===== src/rtl/ppm_pkg.sv =====
package ppm_pkg;

  localparam logic [2:0] PM_SPP    = 3'b000;
  localparam logic [2:0] PM_COMPAT = 3'b010;
  localparam logic [2:0] PM_ECP    = 3'b011;
  localparam logic [2:0] PM_TEST   = 3'b110;

  localparam int CTL_DIR_BIT = 5;
  localparam int CTL_IEN_BIT = 4;

  typedef struct packed {
    logic fifo_mode;
    logic fwd;
    logic host_wr_ok;
    logic host_rd_ok;
    logic per_take_ok;
    logic per_put_ok;
  } gate_t;

endpackage


===== src/rtl/ppm_ctl_reg.sv =====
module ppm_ctl_reg
  import ppm_pkg::*;
(
  input  logic       clk,
  input  logic       rst_ni,
  input  logic       ctl_we,
  input  logic [7:0] ctl_wdata,
  input  logic       ack_n,
  output logic [7:0] ctl_rdata,
  output logic       dir_in,
  output logic       ack_irq
);

  logic [5:0] ctl_q, ctl_d;
  logic       nack_q;
  logic       ack_q, ack_d;
  logic       ack_rise;
  logic       unused_wr_hi;

  assign unused_wr_hi = ^ctl_wdata[7:6];
  assign ack_rise     = ack_n & ~nack_q;

  always_comb begin
    ctl_d = ctl_q;
    if (ctl_we) ctl_d = ctl_wdata[5:0];
  end

  always_comb begin
    ack_d = ack_q;
    if (ctl_we) ack_d = 1'b0;
    if (ctl_q[CTL_IEN_BIT] && ack_rise) ack_d = 1'b1;
  end

  always_ff @(posedge clk or negedge rst_ni) begin
    if (!rst_ni) begin
      ctl_q  <= '0;
      nack_q <= 1'b1;
      ack_q  <= 1'b0;
    end else begin
      ctl_q  <= ctl_d;
      nack_q <= ack_n;
      ack_q  <= ack_d;
    end
  end

  assign ctl_rdata = {2'b00, ctl_q};
  assign dir_in    = ctl_q[CTL_DIR_BIT];
  assign ack_irq   = ack_q;

  AST_ACK_LATCH: assert property (@(posedge clk) disable iff (!rst_ni)
    (ctl_rdata[CTL_IEN_BIT] && $rose(ack_n)) |=> ack_irq);

  AST_ACK_HOLD: assert property (@(posedge clk) disable iff (!rst_ni)
    (ack_irq && !ctl_we) |=> ack_irq);

  AST_CTL_TOP_ZERO: assert property (@(posedge clk) disable iff (!rst_ni)
    ctl_we |=> (ctl_rdata[5:0] == $past(ctl_wdata[5:0])));

endmodule


===== src/rtl/ppm_mode_gate.sv =====
module ppm_mode_gate
  import ppm_pkg::*;
(
  input  logic       clk,
  input  logic       rst_ni,
  input  logic [2:0] mode_sel,
  input  logic       dir_in,
  output logic       mode_clr,
  output gate_t      gate
);

  logic [2:0] mode_q;
  logic [2:0] mode_d;

  assign mode_clr = (mode_sel != mode_q);
  assign mode_d   = mode_sel;

  always_ff @(posedge clk or negedge rst_ni) begin
    if (!rst_ni) mode_q <= PM_SPP;
    else         mode_q <= mode_d;
  end

  always_comb begin
    gate = '0;
    gate.fwd = 1'b1;
    case (mode_q)
      PM_COMPAT: begin
        gate.fifo_mode   = 1'b1;
        gate.host_wr_ok  = 1'b1;
        gate.per_take_ok = 1'b1;
      end
      PM_ECP: begin
        gate.fifo_mode   = 1'b1;
        gate.fwd         = ~dir_in;
        gate.host_wr_ok  = ~dir_in;
        gate.per_take_ok = ~dir_in;
        gate.host_rd_ok  = dir_in;
        gate.per_put_ok  = dir_in;
      end
      PM_TEST: begin
        gate.fifo_mode  = 1'b1;
        gate.fwd        = ~dir_in;
        gate.host_wr_ok = 1'b1;
        gate.host_rd_ok = 1'b1;
      end
      PM_SPP:  gate.fwd = 1'b1;
      default: gate.fwd = ~dir_in;
    endcase
  end

  AST_TEST_NO_PERIPH: assert property (@(posedge clk) disable iff (!rst_ni)
    (mode_q == PM_TEST) |-> !(gate.per_take_ok || gate.per_put_ok));

  AST_FWD_FORCED: assert property (@(posedge clk) disable iff (!rst_ni)
    ((mode_q == PM_SPP) || (mode_q == PM_COMPAT)) |-> gate.fwd);

  AST_SIDES_EXCLUSIVE: assert property (@(posedge clk) disable iff (!rst_ni)
    !(gate.host_wr_ok && gate.per_put_ok));

endmodule


===== src/rtl/ppm_fifo_core.sv =====
module ppm_fifo_core #(
  parameter int DW    = 8,
  parameter int DEPTH = 16,
  localparam int AW   = (DEPTH > 1) ? $clog2(DEPTH) : 1,
  localparam int CNTW = $clog2(DEPTH + 1)
) (
  input  logic            clk,
  input  logic            rst_ni,
  input  logic            clr,
  input  logic            push,
  input  logic [DW-1:0]   push_data,
  input  logic            pop,
  input  logic            pop_host,
  output logic [DW-1:0]   head,
  output logic [CNTW-1:0] count,
  output logic [DW-1:0]   last
);

  localparam logic [CNTW-1:0] FULL_CNT = CNTW'(DEPTH);
  localparam logic [AW-1:0]   PTR_TOP  = AW'(DEPTH - 1);

  logic [DW-1:0]   mem [DEPTH];
  logic [AW-1:0]   wr_ptr, wr_ptr_d;
  logic [AW-1:0]   rd_ptr, rd_ptr_d;
  logic [CNTW-1:0] cnt_q, cnt_d;
  logic [DW-1:0]   last_q, last_d;
  logic            is_full, is_empty, do_push, do_pop;

  assign is_full  = (cnt_q == FULL_CNT);
  assign is_empty = (cnt_q == '0);
  assign do_push  = push & ~is_full  & ~clr;
  assign do_pop   = pop  & ~is_empty & ~clr;
  assign head     = mem[rd_ptr];

  always_comb begin
    wr_ptr_d = wr_ptr;
    rd_ptr_d = rd_ptr;
    cnt_d    = cnt_q;
    last_d   = last_q;
    if (clr) begin
      wr_ptr_d = '0;
      rd_ptr_d = '0;
      cnt_d    = '0;
    end else begin
      if (do_push) wr_ptr_d = (wr_ptr == PTR_TOP) ? '0 : wr_ptr + 1'b1;
      if (do_pop)  rd_ptr_d = (rd_ptr == PTR_TOP) ? '0 : rd_ptr + 1'b1;
      if (do_pop && pop_host) last_d = mem[rd_ptr];
      case ({do_push, do_pop})
        2'b10:   cnt_d = cnt_q + 1'b1;
        2'b01:   cnt_d = cnt_q - 1'b1;
        default: cnt_d = cnt_q;
      endcase
    end
  end

  always_ff @(posedge clk or negedge rst_ni) begin
    if (!rst_ni) begin
      wr_ptr <= '0;
      rd_ptr <= '0;
      cnt_q  <= '0;
      last_q <= '0;
    end else begin
      wr_ptr <= wr_ptr_d;
      rd_ptr <= rd_ptr_d;
      cnt_q  <= cnt_d;
      last_q <= last_d;
    end
  end

  always_ff @(posedge clk) begin
    if (do_push) mem[wr_ptr] <= push_data;
  end

  assign count = cnt_q;
  assign last  = last_q;

  AST_NO_OVERFLOW: assert property (@(posedge clk) disable iff (!rst_ni)
    count <= FULL_CNT);

  AST_FULL_DROP: assert property (@(posedge clk) disable iff (!rst_ni)
    (push && (count == FULL_CNT) && !pop && !clr) |=> $stable(count));

  AST_EMPTY_REREAD: assert property (@(posedge clk) disable iff (!rst_ni)
    (pop && (count == '0) && !clr) |=> $stable(last));

  AST_CLR_FLUSH: assert property (@(posedge clk) disable iff (!rst_ni)
    clr |=> (count == '0));

endmodule


===== src/rtl/ppm_fifo.sv =====
module ppm_fifo
  import ppm_pkg::*;
#(
  parameter int DW     = 8,
  parameter int DEPTH  = 16,
  parameter int WR_THR = 8,
  parameter int RD_THR = 8
) (
  input  logic          clk,
  input  logic          rst_n,
  input  logic [2:0]    mode_sel,
  input  logic          ctl_we,
  input  logic [7:0]    ctl_wdata,
  output logic [7:0]    ctl_rdata,
  input  logic          host_wr,
  input  logic [DW-1:0] host_wdata,
  input  logic          host_rd,
  output logic [DW-1:0] host_rdata,
  input  logic          per_take,
  output logic          per_valid,
  output logic [DW-1:0] per_data,
  input  logic          per_put,
  input  logic [DW-1:0] per_put_data,
  output logic          per_room,
  input  logic          ack_n,
  output logic          fifo_full,
  output logic          fifo_empty,
  output logic          svc_irq,
  output logic          ack_irq
);

  localparam int CNTW = $clog2(DEPTH + 1);
  localparam logic [CNTW-1:0] FULL_CNT = CNTW'(DEPTH);
  localparam logic [CNTW-1:0] WR_LIM   = CNTW'(WR_THR);
  localparam logic [CNTW-1:0] RD_LIM   = CNTW'(RD_THR);

  logic rst_meta, rst_ni;

  always_ff @(posedge clk or negedge rst_n) begin
    if (!rst_n) begin
      rst_meta <= 1'b0;
      rst_ni   <= 1'b0;
    end else begin
      rst_meta <= 1'b1;
      rst_ni   <= rst_meta;
    end
  end

  logic            dir_in, mode_clr;
  gate_t           gate;
  logic            push, pop, pop_host;
  logic [DW-1:0]   push_data;
  logic [CNTW-1:0] count;
  logic [DW-1:0]   head;

  ppm_ctl_reg u_ctl (
    .clk       (clk),
    .rst_ni    (rst_ni),
    .ctl_we    (ctl_we),
    .ctl_wdata (ctl_wdata),
    .ack_n     (ack_n),
    .ctl_rdata (ctl_rdata),
    .dir_in    (dir_in),
    .ack_irq   (ack_irq)
  );

  ppm_mode_gate u_gate (
    .clk      (clk),
    .rst_ni   (rst_ni),
    .mode_sel (mode_sel),
    .dir_in   (dir_in),
    .mode_clr (mode_clr),
    .gate     (gate)
  );

  assign pop_host  = host_rd & gate.host_rd_ok;
  assign pop       = pop_host | (per_take & gate.per_take_ok);
  assign push      = (host_wr & gate.host_wr_ok) | (per_put & gate.per_put_ok);
  assign push_data = gate.per_put_ok ? per_put_data : host_wdata;

  ppm_fifo_core #(.DW(DW), .DEPTH(DEPTH)) u_core (
    .clk       (clk),
    .rst_ni    (rst_ni),
    .clr       (mode_clr),
    .push      (push),
    .push_data (push_data),
    .pop       (pop),
    .pop_host  (pop_host),
    .head      (head),
    .count     (count),
    .last      (host_rdata)
  );

  always_comb begin
    fifo_full  = (count == FULL_CNT);
    fifo_empty = (count == '0);
    per_valid  = gate.per_take_ok & ~fifo_empty;
    per_room   = gate.per_put_ok & ~fifo_full;
    per_data   = head;
    svc_irq    = 1'b0;
    if (gate.fifo_mode) svc_irq = gate.fwd ? (count <= WR_LIM) : (count >= RD_LIM);
  end

  AST_FLAGS_EXCL: assert property (@(posedge clk) disable iff (!rst_ni)
    !(fifo_full && fifo_empty));

  AST_SVC_IDLE: assert property (@(posedge clk) disable iff (!rst_ni)
    !gate.fifo_mode |-> !svc_irq);

endmodule


===== config.mk =====
export PLATFORM = sky130hd
export DESIGN_NAME = ppm_fifo
export DESIGN_NICKNAME = d
export VERILOG_FILES = /design/src/rtl/ppm_pkg.sv /design/src/rtl/ppm_ctl_reg.sv /design/src/rtl/ppm_mode_gate.sv /design/src/rtl/ppm_fifo_core.sv /design/src/rtl/ppm_fifo.sv
export SDC_FILE = /design/constraint.sdc
export NUM_CORES = 1
export LEC_CHECK = 0
export CAP_MARGIN = 30
export CORE_MARGIN = 2
export CORE_UTILIZATION = 61
export CTS_CLUSTER_SIZE = 30
export DETAILED_ROUTE_END_ITERATION = 7
export HOLD_SLACK_MARGIN = 0.02
export PLACE_DENSITY_LB_ADDON = 0.12
export SLEW_MARGIN = 20
export SYNTH_ARGS = -nofsm -noshare
export SYNTH_HDL_FRONTEND = slang
export SYNTH_SLANG_ARGS = --single-unit

===== constraint.sdc =====
create_clock -name clk -period 4.4 [get_ports clk]
set_clock_uncertainty 0.1 [all_clocks]
set_input_delay 0.44 -clock clk [delete_from_list [all_inputs] [get_ports clk]]
set_output_delay 0.44 -clock clk [all_outputs]
set_load 0.02 [all_outputs]

**Word-level counts from Yosys, hierarchy flattened**

Memories as Yosys holds them, arrays and structs flattened.
Cells that the tools add are included.

- Flip-flop bits (word level): 34
- Bits in writable memories: 128
- Bits of input ports: 35
- Output and inout port bits: 30
- Logic and storage cells: 77
- Memories kept: 1

Memories:

| name | words | width | rd ports | clocked after memory_dff | wr ports | RTL line | RTL |
|---|---|---|---|---|---|---|---|
| u_core.mem | 16 | 8 | 1 | 0 | 1 | ppm_fifo_core.sv:22 | `logic [DW-1:0] mem [DEPTH];` |

- $add $sub $neg: 4
- $lt $le $gt $ge: 2
- Eq/ne operators: 9
- Mux-type cells: 21
- Bitwise gates (word level): 18
- Reduce and logical (&&, ||, !) cells: 12

Operator list:

| cell | number |
|---|---|
| 4-bit 2-to-1 mux | 6 |
| 1-bit bitwise AND | 11 |
| 5-bit case mux with 2 select lines | 1 |
| 1-bit 2-to-1 mux | 9 |
| 4-bit by 1-bit adder with 4-bit output, second input constant | 2 |
| 4-bit == test, second input constant | 2 |
| 8-bit 2-to-1 mux | 1 |
| 3-bit by 2-bit == test with 1-bit output, second input constant | 2 |
| 1-bit case mux with 2 select lines | 3 |
| 2-bit nonzero test | 3 |
| 5-bit by 1-bit adder with 5-bit output, second input constant | 1 |
| 5-bit == test, second input constant | 1 |
| 5-bit by 4-bit greater-or-equal comparator with 1-bit output, second input constant | 1 |
| 5-bit by 4-bit less-or-equal comparator with 1-bit output, second input constant | 1 |
| 5-bit zero test | 1 |
| 5-bit 2-to-1 mux | 1 |
| 1-bit NOT | 5 |
| 5-bit by 1-bit subtractor with 5-bit output, second input constant | 1 |
| 2-bit OR reduction | 2 |
| 3-bit == test, second input constant | 1 |
| 3-bit zero test | 1 |
| 3-bit inequality test | 1 |
| 3-bit nonzero test | 1 |
| 3-bit OR reduction | 1 |
| 5 further kinds | 7 |

**Logic depth before layout (Yosys ltp)**

- Word-level depth: 10
- Mapped depth: 16
- Mapped depth without buffers: 13

**Modules after synthesis**

From an unflattened synthesis, not the netlist that was laid out.

- Cell total of the unflattened synthesis: 442
- Area total of the unflattened synthesis: 6988.0 um^2

By module, submodules not included:

| module | instances | cells each | area an instance (um^2) | sequential area each (um^2) |
|---|---|---|---|---|
| ppm_fifo_core | 1 | 376 | 6218.5 | 4369.2 |
| ppm_ctl_reg | 1 | 22 | 342.8 | 201.4 |
| ppm_fifo | 1 | 25 | 241.5 | 50.0 |
| ppm_mode_gate | 1 | 19 | 185.2 | 75.1 |

**Least setup slack after synthesis**

Ideal clock, no wire load.

- Path kind: reg2reg
- Start: register u_core.cnt_q[1], in the netlist u_core.count[1]
- End: register u_core.cnt_q[4], in the netlist u_core.count[4]
- Library setup time: 83 ps
- Data arrival time: 3313 ps
- Slack: 904 ps
- Stages on the path, launching flop included: 16
- Cells stage by stage: dfrtp_1 > or3_4 > nor3b_2 > a211o_1 > buf_6 > nor2_2 > buf_2 > inv_2 > ha_1 > inv_1 > fa_1 > nor2b_1 > o21ai_1 > and3_1 > or4_1 > a21oi_1

- Longest elaborated chain between the ends: 7
- Elaborated cells between the ends (all ways): 15
- Classes of those cells: add/sub (2); eq/ne (3); mux (2); bitwise (6); reduce/logical (2)

Ends and longest elaborated chain:

| what | RTL line | RTL |
|---|---|---|
| start: declaration | ppm_fifo_core.sv:25 | `logic [CNTW-1:0] cnt_q, cnt_d;` |
| start signal: assignment | ppm_fifo_core.sv:65 | `cnt_q <= cnt_d;` |
| 5-bit == test (*) | n/a |  |
| via fifo_full | ppm_fifo.sv:26 | `output logic fifo_full,` |
| 1-bit NOT (*) | ppm_fifo_core.sv:31 | `assign do_push = push & ~is_full & ~clr;` |
| 1-bit bitwise AND (*) (2 in series) | ppm_fifo_core.sv:31 |  |
| 2-bit by 1-bit == test with 1-bit output or 2-bit == test (tied branches) | ppm_fifo_core.sv:48 | `case ({do_push, do_pop})` |
| 5-bit case mux with 2 select lines | ppm_fifo_core.sv:48 |  |
| 5-bit 2-to-1 mux | ppm_fifo_core.sv:40 | `if (clr) begin` |

Mark *: on every way through the listed nets, which the timed path passes. The rest lies on a longest branch.
A chain may end at the register's enable or synchronous reset.

**Worst setup path after layout**

- Start: register u_core.rd_ptr[0]
- End: output per_data[0]

- Longest elaborated chain between the ends: 1

Ends and longest elaborated chain:

| what | RTL line | RTL |
|---|---|---|
| start: declaration | ppm_fifo_core.sv:24 | `logic [AW-1:0] rd_ptr, rd_ptr_d;` |
| start signal: assignment | ppm_fifo_core.sv:64 | `rd_ptr <= rd_ptr_d;` |
| memory read 16 x 8 bit | n/a |  |
| end: declaration | ppm_fifo.sv:21 | `output logic [DW-1:0] per_data,` |

Every way passes these cells.

==> metrics.md <==
| Metric | Value |
|---|---|
| Status | completed |
| Number of global-route vias before repair | approximately 3700 |
| Worst-margin pin slew | ~860 ps |
| All-Layer GR Usage | a little under a quarter |
| #FFs+latches synth | 162 |
| IO Port Bufs | 60 |
| Final total negative setup slack | 0 ps |
| Routed vias | 3681 |
| Final period util | 85.1% |
| Die ar. | roughly 12000 sq um |
| Max cap viols | 0 |
| H-Tree Depth | 4 |
| Main synth FF type | edfxtp_1 |
| Final net count | ~510 |
| Worst-path fanout max | 22 |
| DRT antenna net count | 0 |
| EDFF count, synth | 128 |
| Max_slew headroom | between 40% and 50% |
| Async set or reset register ratio after synthesis | a little over a fifth |
| Syn Std Cell Area | ~6800 sq um |
| DRC | 0 |
| GR Overflow Total | 0 |
| Clock transition at path regs | ~70 ps |
| CTS resizes | 0 |
| Post-Route WL | about 13000 microns |
| Hold Buf Count CTS | 1 |
| Synth top area share | 56.4% |
| Worst Setup Path Type | flip-flop to output port |
| First DRT Iteration DRCs | 293 |
| Worst-Skew Late Latency | ~530 ps |
| DIE HEIGHT | 110 microns |
| Rows | 38 |
| Sink Count | between 150 and 200 |
| RSZ-0062 raised after global routing | false |
| Layout area overhead | 19.4% |
| Ranking of synthesized cells by area | edfxtp_1, dfrtp_1, mux4_2, mux2_2, a22oi_1 |
| Leading area contributor after synthesis | edfxtp_1 |
| Top cells by count, synth | edfxtp_1, dfrtp_1, mux4_2, mux2_2 |
| Critical-path cell list | buf_4, mux4_2, a22oi_1, nand2_1, clkdlybuf4s50_1 |
| Startpoint types | flip-flop |
| Pin count of the biggest net entering global routing | 37 |
| Ant diodes | 0 |
| Postcts setup bufs | 0 |
| I/O pin count | 65 |
| Multi-input gate area | just under 2000 sq um |
| CP Data Required Time | 3860 ps |
| Worst Setup End Kind | output port |
| CTS tree | done |
| Arrival time of the worst setup path | about 3200 ps |
| Slowest cell on the critical path | dfrtp_2 |
| Critical Path Max Stage Delay | ~810 ps |
| Final Max Slew Viols | 0 |
| Worst Path Buf+Inv | 2 |
| Global-route wire length before repair | approximately 20000 microns |
| Final Hold Vio Count | 0 |
| Register area | 4700 sq um |
| Post-Synthesis Cells | 395 |
| Number of filler cells placed in the layout | 643 |
| TritonCTS buffer count | 17 |
| Post-synth cell types | 54 |
| Fmax | 267 MHz |
| GPL Wtd Cong | about 0.76 |
| Initial antenna violation count | 0 |
| Cell family with most CP delay | buffers and inverters |
| Final Critical Period | 3750 ps |
| Post-synthesis sequential area ratio | about 69% |
| HPWL Detailed | around 8600 microns |
| Most common cell in the netlist | edfxtp_1 |
| Initial cell density of the core | 62.5% |
| Pwr/cell area | just over 400 nW/um^2 |
| Avg Cell Area, Syn | roughly 17 sq um |
| Core footprint | between 10000 and 15000 sq um |
| Peak supply drop | approximately 0.32 mV |
| Final Util | about three quarters |
| Worst setup margin | 654 ps |
| Vias per inst | 6.00 |
| HP Class | flip-flop to async pin |
| Drt pass-1 iters | 5 |
| Die Width | around 110 microns |
| Worst hold margin | ~160 ps |
| Clock Tree Buf Depth | 2 |
| Routed length per instance | around 21 microns |
| Setup violators final | 0 |
| Worst setup slack after placement | approximately 670 ps |
| Leak | between 0.002 and 0.003 uW |
| Share of layout cells above drive strength 1 | between 20% and 30% |
| Yosys warning count | 0 |
| CTS Root Cell | clkbuf_8 |
[sequential cells by signal, indices dropped and copies added (netlist names)]
name / cells
u_core.rd_ptr: 4
u_core.count: 5
u_core.last: 8
u_gate.mode_q: 3
u_core.mem: 128
rst_meta: 1
u_core.wr_ptr: 4
u_ctl.ctl_q: 6
u_ctl.nack_q: 1
rst_ni: 1
u_ctl.ack_irq: 1
[final timing paths]
| kind | cells past startpoint | from | to | slack, ps |
|---|---|---|---|---|
| max | 5 | u_core.rd_ptr[0] | per_data[0] | 650 |
| min | 1 | rst_ni | u_core.count[0] | 160 |
| max reg2reg | 13 | u_core.count[1] | u_core.count[4] | 770 |
| min reg2reg | 1 | rst_ni | u_core.count[0] | 160 |
| max in group asynchronous | 2 | rst_n | rst_ni | 3580 |
| min in group clk | 1 | ack_n | u_ctl.nack_q | 260 |
[final cells by class]
class	count	share of cell area, %
flip-flops and latches	162	57.8
multi-input cells	199	23.9
repair buffers	66	7.97
clock buffers	17	5.09
clock inverters	15	2.51
well taps	140	2.15
inverters	14	0.646
[cells in the final DEF (no fill, tap or decap), types with 3 or more instances in the layout]
cell | synthesis | layout
a22oi_1 | 16 | 16
ha_1 | 9 | 9
nand2_1 | 13 | 13
buf_4 | 6 | 5
clkbuf_16 | 0 | 16
nor2_1 | 16 | 16
a21oi_1 | 14 | 14
and3_1 | 16 | 16
edfxtp_1 | 128 | 128
mux2i_1 | 5 | 5
nor2b_1 | 5 | 5
xnor2_1 | 4 | 4
clkdlybuf4s50_1 | 0 | 60
inv_1 | 12 | 12
bufinv_16 | 0 | 4
o21ai_1 | 4 | 4
o21ai_0 | 4 | 4
mux2_2 | 22 | 22
conb_1 | 2 | 3
clkinv_2 | 0 | 3
mux4_2 | 32 | 32
dfrtp_1 | 33 | 31
[power by group]
part           switching (uW)  total, uW  internal, uW  leakage [uW]
clock                     596       1520           929      0.000304
sequential               10.3       1680          1670       0.00159
combinational            70.8        133          62.7      0.000970
total                     677       3340          2660       0.00287
[metrics by stage]
stage | cells | power (uW) | area (sq um)
3_5_place_dp | 580 | 1850 | 7510
4_1_cts | 613 | 3360 | 8130
5_1_grt | 613 | 3430 | 8130
2_1_floorplan | 396 | 1780 | 6810
6_report | 613 | 3340 | 8130
3_3_place_gp | 580 | 1840 | 7510
[cells by family after synthesis]
group / synth area share [%]
flops: 69.0
simple gates: 5.95
mux: 15.0
compound gates: 4.85
buf+inv: 2.59
fa+ha+maj: 1.95
xor+xnor: 0.643
other cells: 0.110
[routing by layer]
layer,GRT usage [%],wire length (microns),vias to the layer above
met5,0,0,-
met4,8.41,187,0
met3,6.34,738,14
met2,37.1,6510,125
met1,31.5,5520,1859
li1,-,-,1683
No activity file was read; power rests on OpenSTA's default activity.
